--- src/rtl/eth_hash_filter.sv ---
module eth_hash_filter #(
  parameter int BYTE_W     = 8,
  parameter int ADDR_BYTES = 6,
  parameter int IDX_W      = 6,
  parameter int WORD_W     = 32
) (
  input  logic              clk,
  input  logic              rst_n,
  input  logic              rx_valid,
  input  logic              rx_sof,
  input  logic [BYTE_W-1:0] rx_byte,
  input  logic              tbl_we,
  input  logic              tbl_sel,
  input  logic [WORD_W-1:0] tbl_wdata,
  output logic [WORD_W-1:0] tbl_rdata,
  input  logic              cfg_uc_hash_en,
  input  logic              cfg_mc_hash_en,
  input  logic              cfg_bcast_dis,
  input  logic              cfg_copy_all,
  output logic              dec_valid,
  output logic              dec_accept,
  output logic [2:0]        dec_kind
);
  localparam int TBL_BITS = 1 << IDX_W;
  localparam int CNT_W    = $clog2(ADDR_BYTES + 1);
  localparam logic [2:0] K_NONE = 3'd0, K_UC = 3'd1, K_MC = 3'd2, K_BC = 3'd3, K_ALL = 3'd4;

  logic [TBL_BITS-1:0] tbl;
  logic [CNT_W-1:0]    cnt;
  logic [IDX_W-1:0]    idx_acc;
  logic                is_mc, all_ones;

  function automatic logic [IDX_W-1:0] fold_byte(input logic [BYTE_W-1:0] b, input logic [CNT_W-1:0] pos);
    logic [IDX_W-1:0] r;
    r = '0;
    for (int j = 0; j < BYTE_W; j++)
      r[(int'(pos) * BYTE_W + j) % IDX_W] ^= b[j];
    return r;
  endfunction

  logic [CNT_W-1:0] pos;
  logic             beat, last, nmc, nones, hit;
  logic [IDX_W-1:0] nidx;
  logic [2:0]       kind;

  assign pos   = rx_sof ? '0 : cnt;
  assign beat  = rx_valid && (rx_sof || cnt < CNT_W'(ADDR_BYTES));
  assign last  = beat && pos == CNT_W'(ADDR_BYTES - 1);
  assign nidx  = (rx_sof ? '0 : idx_acc) ^ fold_byte(rx_byte, pos);
  assign nmc   = rx_sof ? rx_byte[0] : is_mc;
  assign nones = (rx_sof ? 1'b1 : all_ones) & (&rx_byte);
  assign hit   = tbl[nidx];

  always_comb begin
    if (cfg_copy_all)                      kind = K_ALL;
    else if (nones)                        kind = cfg_bcast_dis ? K_NONE : K_BC;
    else if (nmc && cfg_mc_hash_en && hit) kind = K_MC;
    else if (!nmc && cfg_uc_hash_en && hit) kind = K_UC;
    else                                   kind = K_NONE;
  end

  assign tbl_rdata = tbl[int'(tbl_sel) * WORD_W +: WORD_W];

  always_ff @(posedge clk) begin
    if (!rst_n) begin
      tbl        <= '0;
      cnt        <= CNT_W'(ADDR_BYTES);
      idx_acc    <= '0;
      is_mc      <= 1'b0;
      all_ones   <= 1'b0;
      dec_valid  <= 1'b0;
      dec_accept <= 1'b0;
      dec_kind   <= K_NONE;
    end else begin
      if (tbl_we) tbl[int'(tbl_sel) * WORD_W +: WORD_W] <= tbl_wdata;
      if (beat) begin
        idx_acc  <= nidx;
        cnt      <= pos + CNT_W'(1);
        is_mc    <= nmc;
        all_ones <= nones;
        if (rx_sof) dec_valid <= 1'b0;
        if (last) begin
          dec_valid  <= 1'b1;
          dec_kind   <= kind;
          dec_accept <= kind != K_NONE;
        end
      end
    end
  end

  a_r8_cnt_bound: assert property (@(posedge clk) disable iff (!rst_n)
    cnt <= CNT_W'(ADDR_BYTES));

  a_r7_hold: assert property (@(posedge clk) disable iff (!rst_n)
    dec_valid && !(rx_valid && rx_sof) |=> dec_valid && $stable(dec_kind) && $stable(dec_accept));

  a_r7_sof_clears: assert property (@(posedge clk) disable iff (!rst_n)
    rx_valid && rx_sof && ADDR_BYTES > 1 |=> !dec_valid);

  a_r7_rise_on_beat: assert property (@(posedge clk) disable iff (!rst_n)
    $rose(dec_valid) |-> $past(rx_valid));

  a_r6_copy_all: assert property (@(posedge clk) disable iff (!rst_n)
    $rose(dec_valid) && $past(cfg_copy_all) |-> dec_accept && dec_kind == K_ALL);

  a_r2_word_write: assert property (@(posedge clk) disable iff (!rst_n)
    tbl_we && !tbl_sel |=> tbl[WORD_W-1:0] == $past(tbl_wdata));
endmodule

--- config.mk ---
export PLATFORM = sky130hd
export DESIGN_NAME = eth_hash_filter
export DESIGN_NICKNAME = d
export VERILOG_FILES = /design/src/rtl/eth_hash_filter.sv
export SDC_FILE = /design/constraint.sdc
export NUM_CORES = 1
export LEC_CHECK = 0
export BUFFER_PORTS_ARGS = -buffer_cell sky130_fd_sc_hd__buf_2
export CELL_PAD_IN_SITES_DETAIL_PLACEMENT = 0
export CELL_PAD_IN_SITES_GLOBAL_PLACEMENT = 1
export CORE_UTILIZATION = 48
export DETAILED_ROUTE_END_ITERATION = 10
export PLACE_DENSITY_LB_ADDON = 0.1
export RECOVER_POWER = 50
export SYNTH_ARGS = -nofsm -noshare
export SYNTH_HDL_FRONTEND = slang
export SYNTH_SLANG_ARGS = --single-unit
--- constraint.sdc ---
create_clock -name clk -period 27.4 [get_ports clk]
set_input_delay 2.74 -clock clk [delete_from_list [all_inputs] [get_ports clk]]
set_output_delay 2.74 -clock clk [all_outputs]
set_load 0.005 [all_outputs]
* After elaboration in Yosys (flattened, before gate mapping) *
Memory sizes are Yosys's and may differ from the RTL's.
Index checks and enable logic that the tools add are counted.

cells by class
  add/subtract/negate cells = 9
  eq/ne operators = 1
  divide/modulo/power cells = 8
  $lt $le $gt $ge = 18
  bitwise gates (word level) = 11
  multipliers = 0
  shift-type cells = 3
  mux-type cells = 60
  reduce and logical (&&, ||, !) cells = 21

operators with widths
  kind                                                                count
  greater-or-equal comparator 32 x 1 -> 1 bit, second input constant  8
  less-than comparator 32 x 5 -> 1 bit, second input constant         8
  modulo 32 x 4 -> 32 bit, second input constant                      7
  bitwise mux 64 bit                                                  1
  variable shift 32 x 33 -> 64 bit, first input constant              1
  indexed part select 32 x 33 -> 64 bit                               1
  indexed part select 64 x 7 -> 32 bit                                1
  bitwise mux 6 bit                                                   7
  negator 6 -> 33 bit                                                 1
  modulo 7 x 4 -> 32 bit, second input constant                       1
  2-to-1 mux 1 bit                                                    30
  adder 6 x 3 -> 7 bit, second input constant                         4
  demux 1 bit (select 3 bit)                                          8
  binary-select mux 1 bit (select 3 bit)                              7
  adder 6 x 2 -> 7 bit, second input constant                         2
  logical AND 1 bit                                                   14
  AND reduction 8 bit                                                 1
  bitwise XOR 1 bit                                                   8
  adder 6 x 1 -> 7 bit, second input constant                         1
  less-than comparator 6 x 7 -> 1 bit, second input constant          1
  AND 6 bit                                                           1
  binary-select mux 1 bit (select 6 bit)                              1
  2-to-1 mux 2 bit                                                    3
  2-to-1 mux 3 bit                                                    2
  11 further kinds                                                    12

word-level totals
  memories = 1
  RAM bits = 0
  logic and storage cells = 140
  latch bits = 0
  register bits after elaboration = 80
  memory bits (read-only) = 8

memory list
  memory            words  bits a word  read ports  clocked after memory_dff  write ports  RTL line  text
  (name not given)  8      1            1           0                         0            37        r[(int'(pos) * BYTE_W + j) % IDX_W] ^= b[j];

* Longest topological paths before layout *
Gate-level depths: netlist of run 1.

  depth after elaboration = 51
  depth in mapped cells = 45

* Worst setup path after synthesis of run 1 *
No wires, ideal clock.

  path type = input port to flip-flop
  start point = input port rx_sof
  end point = register dec_kind[1]
  path slack = 16.212 ns
  setup time = 0.132 ns
  cell stages on the path = 40
  arrival = 11.056 ns
  path buffers = 10
  cells stage by stage = buf_2 nor2b_1 buf_4 inv_1 buf_1 ha_1 buf_2 nand3b_1 a21o_2 clkbuf_1 clkbuf_1 ha_1 clkbuf_1 clkbuf_1 clkbuf_1 xnor2_1 ha_1 nor4_1 (+4 left out) ha_1 nand2_1 nor4_1 nand3_1 a2111oi_2 a311oi_1 and4bb_2 a211oi_1 or3b_1 mux2_2 a211o_1 and3_1 buf_2 a2111oi_2 o31ai_1 o21bai_1 a32oi_1 o22ai_1

on the way
  longest elaborated chain between the ends = 49
  elaborated cells on any way between the ends = 113

ends and longest elaborated chain
  item                                                                              RTL line  text
  from (decl)                                                                       10        input logic rx_sof,
  parallel branches: the longest is 49 deep, another holds modulo 32 x 4 -> 32 bit  n/a
  to (signal assigned)                                                              84        dec_kind <= kind;
  to (decl)                                                                         22        output logic [2:0] dec_kind

Several ways; the timed one is not identified. The select of a mux whose other input is x is not followed.
A chain may end at the register's enable or synchronous reset.

* Final worst setup path of run 1 *
Ends and elaborated chain as after synthesis.

==> summary.txt, run 1 <==
Placed design
  • RD Place Congestion: 0.971
  • Port Buffers: 86
  • Placed cell areas: 0.00948 sq mm
  • Post-Place Worst Slack: 13.86 ns
  • Dpl hpwl: 23100 um

Setup path
  • Max FO, Critical Path: 21
  • Critical Path RT: 27.61 ns
  • Slowest CP cell: mux2i_1
  • Max incr delay on CP: approximately 0.84 ns
  • CP most frequent cell: ha_1
  • Startpoint types: input pin
  • Crit path capture type: register
  • WP data arrival: 13.92 ns
  • Crit Path Class: input pin to register

Synth
  • Async SR Flop Fraction: 0
  • Post-Syn Instances: 1265
  • Post-synth EDFFs: 0
  • Synth warn: 0
  • Ys flop type: dfxtp_1
  • Sequential area share after synthesis: 0.178
  • Syn_nets: 1355
  • Unique cell type count in the Yosys netlist: 106
  • Synth Register Bits: 80
  • Syn Area/Cell: 7.12 sq um
  • Post-synthesis cell area: approximately 0.009 sq mm

CTS
  • Post-CTS sizing: 0
  • Worst-skew pair later-pin latency: ~0.35 ns
  • Hold-fix buffers, CTS: 0
  • TritonCTS clock tree: built
  • H-tree depth: 3
  • Clock slew at reported path FFs: 0.07 ns
  • Clk root buf: clkbuf_16
  • CTS sink count: 80
  • Post-CTS Setup Inserts: 0
  • Clk buf depth: 2
  • CTS buffer count: 9

Final layout
  • Ratio of cells with drive above 1 in the final layout: 0.163
  • Layout area overhead: 8.56%
  • Leading cell type in the layout, fill and taps excluded: nand2_1
  • Final #Nets: 1389
  • Most frequent cells in the layout: nand2_1, a21oi_1, nor2_1
  • Final non-filler cell area: 0.00977 sq mm

Floorplanning
  • IO Count: 87
  • CORE AREA: 0.0181 sq mm
  • Die span in y: 139 um
  • Die area: a little under 0.02 sq mm
  • Site Rows: between 40 and 50
  • Initial Utilization: 0.496
  • Die Wd: 139 um

Pwr
  • Pwr dens: 53.8 mW/mm^2
  • Peak supply drop: 36.1 uV
  • Leakage: 0.00378 uW
  • Total Power: 526 uW

Status
  • Failing checks: max-capacitance violations, max-slew violations
  • Outcome: finished with violations

Drt
  • Final ANT Viol Nets: 0
  • Total number of vias: roughly 10000
  • Drt total wl: 30600 um
  • Vias per Instance: 6.49
  • Drt first pass iters: 5
  • WL/cell: 20.0 um
  • DRC viols: 0
  • Initial DRC Count: 925

STA
  • FMAX: 0.0729 GHz
  • Min setup slack post-route: approximately 14 ns
  • Slew Viols, Final: 70
  • Setup Total Neg Slack: 0 ns
  • Tcrit/Tclk final: 0.500
  • Crit path time final: 13.71 ns
  • Setup violations, final: 0
  • Max-slew headroom: -0.401
  • Worst Max-Slew Pin Slew: 2.10 ns
  • RSZ-0062 raised after global routing: no
  • Final Skew: 0.00942 ns
  • Hold Fails Final Rpt: 0

Min path
  • Worst min-delay path class: register to register

Global routing
  • Initial antenna violation count: 1
  • Vias in the first global route: roughly 9300
  • Total grt overflow: 0
  • First-pass GRT wire length: 49400 um
  • Largest net degree at the start of global routing: between 70 and 80
  • Tot GR Track Use: 0.315

Run
  • Max cap viols: 2
[worst paths after layout]
kind                                  from     endpoint  slack [ns]  depth (start not counted)
worst max-delay path                rx_sof  dec_kind[1]       13.69                         35
worst min-delay path            idx_acc[1]   idx_acc[1]        0.45                          2
worst max register to register      cnt[2]  dec_kind[1]       15.88                         34
worst min register to register  idx_acc[1]   idx_acc[1]        0.45                          2
[critical path: cells and delay by family]
family          cells  cell delay [ns]
buf+inv             4             0.92
compound gates     11             3.24
mux                 3             1.32
simple gates       13             3.91
fa+ha+maj           4             1.80
[stage by stage]
step	std cells	hold WS, ns	util
finish	1534	0.452	0.539
detailed placement	1517	0.445	0.522
global placement	1517	0.439	0.522
floorplan	1265	0.432	-
CTS	1533	0.453	0.539
global route	1533	0.475	0.538
[cell families (layout without fill, tap and decap cells)]
logic type      count (synthesis)  after routing  synth area share
simple gates                  539            539             0.295
flops                          80             80             0.178
compound gates                388            388             0.298
xor+xnor                       25             25            0.0288
mux                            74             74            0.0903
buf+inv                       119            158            0.0550
other cells                     0              1                 0
fa+ha+maj                      40             40            0.0556
[state kept, by name, indices dropped and copies added (netlist names)]
name,cells
dec_kind,3
dec_accept,1
all_ones,1
dec_valid,1
idx_acc,6
cnt,3
is_mc,1
tbl,64
[final cells by class]
| class | count | area [sq um] |
|---|---|---|
| Sequential cell | 80 | 1600 |
| Fill cell | 1868 | 8370 |
| Tap cell | 229 | 287 |
| Antenna cell | 1 | 2.50 |
| Clock inverter | 7 | 72.6 |
| Inverter | 45 | 170 |
| Clock buffer | 9 | 225 |
| Timing Repair Buffer | 97 | 507 |
| Multi-Input combinational cell | 1066 | 6910 |
[Yosys cell counts, types with 11 or more instances]
cell type | count | share of area
nand4_1 | 20 | 0.014
clkbuf_1 | 50 | 0.021
nor2_1 | 85 | 0.035
dfxtp_1 | 80 | 0.18
o21ai_0 | 58 | 0.032
and2_1 | 22 | 0.015
nand3_1 | 52 | 0.029
nand2b_1 | 14 | 0.0097
a21o_1 | 11 | 0.0092
buf_2 | 14 | 0.0078
ha_1 | 40 | 0.056
inv_1 | 37 | 0.015
nor4_1 | 12 | 0.0083
xnor2_1 | 20 | 0.019
mux2i_1 | 28 | 0.031
mux2_2 | 44 | 0.055
a211oi_1 | 18 | 0.015
nor2b_1 | 15 | 0.010
and3_1 | 12 | 0.0083
nor3_1 | 30 | 0.017
a21oi_1 | 113 | 0.063
a31oi_1 | 12 | 0.0083
nand2_1 | 206 | 0.086
o211ai_1 | 20 | 0.017
[metal layers]
layer / global-route usage / part of all wire / vias up
met1: 0.394 / 0.42 / 4611
met3: 0.0418 / 0.065 / 101
met4: 0.165 / 0.046 / 0
met2: 0.529 / 0.46 / 474
li1: - / - / 4766
met5: 0 / 0 / -
[where the power goes]
group	internal [uW]	total, uW	leakage, uW	switching, uW
combinational	96.8	279	0.00298	182
sequential	122	127	0.000654	5.15
clock	64.4	120	0.000144	55.8
No activity file was read; power rests on OpenSTA's default activity.
==> run 2, diff against run 1 <==
ABC_AREA = 1   (was unset)
CORE_UTILIZATION = 42   (was 48)
clock period = 12.95 ns   (was 27.4 ns; I/O delays follow)
==> summary.txt, run 2 <==
Pwr
  • Peak supply drop: 70.5 uV (+95%)
  • Pwr dens: 123 mW/mm^2 (+130%)
  • Leakage: 0.00544 uW (+44%)
  • Seq pwr share: 0.215 (-0.026)
  • Switching Share: 0.481 (+0.0191)
  • Clock power frac: 0.222 (-0.007)
  • NetSw: 604 uW (+150%)
  • Internal power: 652 uW (+130%)
  • Gate power share: 0.563 (+0.033)

Floorplanning
  • IO Count: 87 (unchanged)
  • Die Wd: 152 um (+9.2%)
  • CORE AREA: 0.0219 sq mm (+21%)
  • Die area: 0.0230 sq mm (+19%)
  • Die span in y: 152 um (+9.2%)
  • Site Rows: 54 (+10%)
  • Initial Utilization: 0.430 (-0.0661)

Min path
  • Worst min-delay path class: register to register
  • Hold_sp: tbl[38]
  • Number of cells on the worst hold path: 2 (unchanged)
  • Worst Hold End: tbl[38]

Final layout
  • Biggest regs: tbl x64, idx_acc x6
  • Layout area overhead: 8.39%
  • Util after Layout: 0.466 (-0.0725)
  • Most frequent cells in the layout: nand2_1, nand3_1, inv_1
  • Filler cell count: 2483 (+33%)
  • Number of flip-flops in the largest register: 64 (unchanged)
  • Leading cell type in the layout, fill and taps excluded: nand2_1
  • Ratio of cells with drive above 1 in the final layout: 0.115 (-0.0475)
  • Final #Nets: 1831 (+32%)
  • Antenna diodes: 0 (-1)
  • Register with the most flip-flops: tbl

CTS
  • Clk root buf: clkbuf_16
  • TritonCTS clock tree: built
  • CTS sink count: 80 (unchanged)
  • Clk buf depth: 2 (unchanged)
  • H-tree depth: 3 (unchanged)
  • CTS buffer count: 9 (unchanged)
  • Worst-skew pair later-pin latency: 0.34 ns (about the same)
  • Post-CTS Setup Inserts: 0 (unchanged)
  • Post-CTS sizing: 0 (unchanged)
  • Hold-fix buffers, CTS: 0 (unchanged)
  • Clock slew at reported path FFs: 0.07 ns (about the same)

Setup path
  • Origin of the critical flop-to-flop path: cnt[0]
  • Reg2reg setup slack: 3.82 ns (-12.06 ns)
  • Crit Path Class: input pin to register
  • Reg2Reg Capture Point: dec_accept
  • Cell count of the worst reg-to-reg path: 52 (+53%)
  • Max FO, Critical Path: 21 (unchanged)
  • CP most frequent cell: nand2_1
  • Max incr delay on CP: 0.57 ns (-0.27 ns)
  • Critical Path RT: 13.18 ns (-14.43 ns)
  • Buf+Inv Stages, Crit Path: 11 (+7)
  • Startpoint types: input pin
  • Slowest CP cell: nand2_1
  • Delay-heaviest family, CP: simple AND/OR/NAND/NOR gates
  • WP data arrival: 10.61 ns (-3.31 ns)
  • Crit path capture type: register

Synth
  • Syn_nets: 1786 (+32%)
  • Sequential area share after synthesis: 0.170 (-0.00775)
  • XOR/XNOR Fraction of Synth Area: 0.0221 (-0.00670)
  • Yosys top cell by area: nand2_1
  • Post-synthesis cell area: 0.00941 sq mm (+4.6%)
  • Synth Register Bits: 80 (unchanged)
  • Syn Area/Cell: 5.55 sq um (-22%)
  • Ys flop type: dfxtp_1
  • Synth Area in Adders: 0.0532 (-0.00242)
  • Top-count cell post-synth: nand2_1
  • Unique cell type count in the Yosys netlist: 49 (-54%)
  • Post-Syn Instances: 1696 (+34%)
  • Largest family of logic cells by synthesized area: simple AND/OR/NAND/NOR gates
  • Compound-gate portion of the synthesized area: 0.154 (-0.144)
  • Post-synth EDFFs: 0 (unchanged)
  • Mux cell area share after synthesis: 0 (-0.0903)
  • Async SR Flop Fraction: 0 (unchanged)
  • Synth Area in Simple Gates: 0.471 (+0.177)
  • Ranking of synthesized cells by area: nand2_1, dfxtp_1, nand3_1
  • Top cells by count, synth: nand2_1, nand3_1, inv_1
  • Top cell type's share of synthesized area: 0.213 (+0.0346)
  • Synth warn: 0 (unchanged)

Drt
  • WL/cell: 14.7 um (-27%)
  • Initial DRC Count: 690 (-25%)
  • Final ANT Viol Nets: 0 (unchanged)
  • DRC viols: 0 (unchanged)
  • Drt first pass iters: 5 (unchanged)
  • Vias per Instance: 5.28 (-19%)
  • Drt total wl: 29700 um (-2.9%)
  • Total number of vias: 10690 (+7.4%)

STA
  • Setup violations, final: 0 (unchanged)
  • Final Skew: 0.00617 ns (-0.00325 ns)
  • FMAX: 0.0964 GHz
  • Tcrit/Tclk final: 0.801
  • Slew Viols, Final: 183 (+160%)
  • Max-slew headroom: -0.565 (-0.164)
  • Hold Fails Final Rpt: 0 (unchanged)
  • Crit path time final: 10.38 ns
  • Min setup slack post-route: 2.57 ns (-11.12 ns)
  • RSZ-0062 raised after global routing: no
  • Worst Max-Slew Pin Slew: 2.35 ns (+0.246 ns)
  • Worst-case hold slack: 0.473 ns (+0.0214 ns)
  • Setup Total Neg Slack: 0 ns (unchanged)

Global routing
  • Largest net degree at the start of global routing: 74 (unchanged)
  • First-pass GRT wire length: 48300 um (-2.1%)
  • M2 GR Usage: 0.432 (-0.0969)
  • Vias in the first global route: 9629 (+3.7%)
  • Total grt overflow: 0 (unchanged)
  • Initial antenna violation count: 0 (-1)
  • GR peak layer: met2
  • M3 GR Usage: 0.0266 (-0.0151)
  • Routing usage on met1: 0.372 (-0.0224)
  • Tot GR Track Use: 0.264 (-0.0518)

Run
  • Max cap viols: 3 (+1)

Placed design
  • Post-Place Worst Slack: 2.71 ns (-11.15 ns)
  • Dpl hpwl: 23500 um (+1.7%)
  • RD Place Congestion: 0.919 (-5.3%)
  • Port Buffers: 86 (unchanged)

Status
  • Failing checks: max-capacitance violations, max-slew violations
  • Outcome: finished with violations
-- run 2: cell count changes after synthesis, sizes merged, moves of 28 or more --
cell | before | now
inv | 42 | 232
mux2 | 45 | 0
mux2i | 28 | 0
nand2 | 209 | 551
nand3 | 53 | 232
nor2 | 87 | 149
o21ai | 65 | 156
-- run 2: cell families after synthesis --
kind of cell | Yosys count
XOR/XNOR | 22
AND/OR/NAND/NOR | 989
AO/OA/AOI/OAI | 271
adder cells (fa/ha/maj) | 40
flip-flops | 80
buffers and inverters | 294
-- run 2: through the flow --
| step | total power, uW | area [sq um] | cells |
|---|---|---|---|
| 4_1_cts | 1260 | 10200 | 2026 |
| 3_5_place_dp | 977 | 9900 | 2010 |
| 3_3_place_gp | 978 | 9900 | 2010 |
| 6_report | 1260 | 10200 | 2026 |
| 5_1_grt | 1380 | 10200 | 2026 |
| 2_1_floorplan | 816 | 9410 | 1696 |
-- run 2: worst min-delay path: stages, from the launching register on --
cell and delay, ns:
dfxtp_1 0.31, inv_1 0.06, a21oi_1 0.05
-- run 2: layer usage --
layer  vias up  part of all wire
li1       5557                 -
met1      4813              0.48
met2       280              0.45
met3        40             0.057
met4         0             0.015
met5         -                 0
-- run 2: power groups by stage --
stage	combinational [uW]	clock [uW]	sequential [uW]
finish	708	279	270
global route	813	295	271
CTS	705	284	270
detailed placement	702	0	275
global placement	703	0	275
floorplan	542	0	274
-- run 2: final cells by class --
cell class                 count  area, sq um  area share
multi-input combinational   1322         6590       0.646
sequential                    80         1600       0.157
inverter                     240          905      0.0887
timing repair buffer          88          438      0.0429
tap                          280          350      0.0343
clock buffer                  10          229      0.0224
clock inverter                 6         92.6     0.00907
-- run 2: worst max path at each step --
stage	startpoint	endpoint	cells after the start
finish	rx_sof	dec_accept	53
global route	rx_sof	dec_accept	53
CTS	rx_sof	dec_accept	54
detailed placement	rx_sof	dec_accept	54
global placement	rx_sof	dec_accept	54
floorplan	rx_sof	dec_accept	54
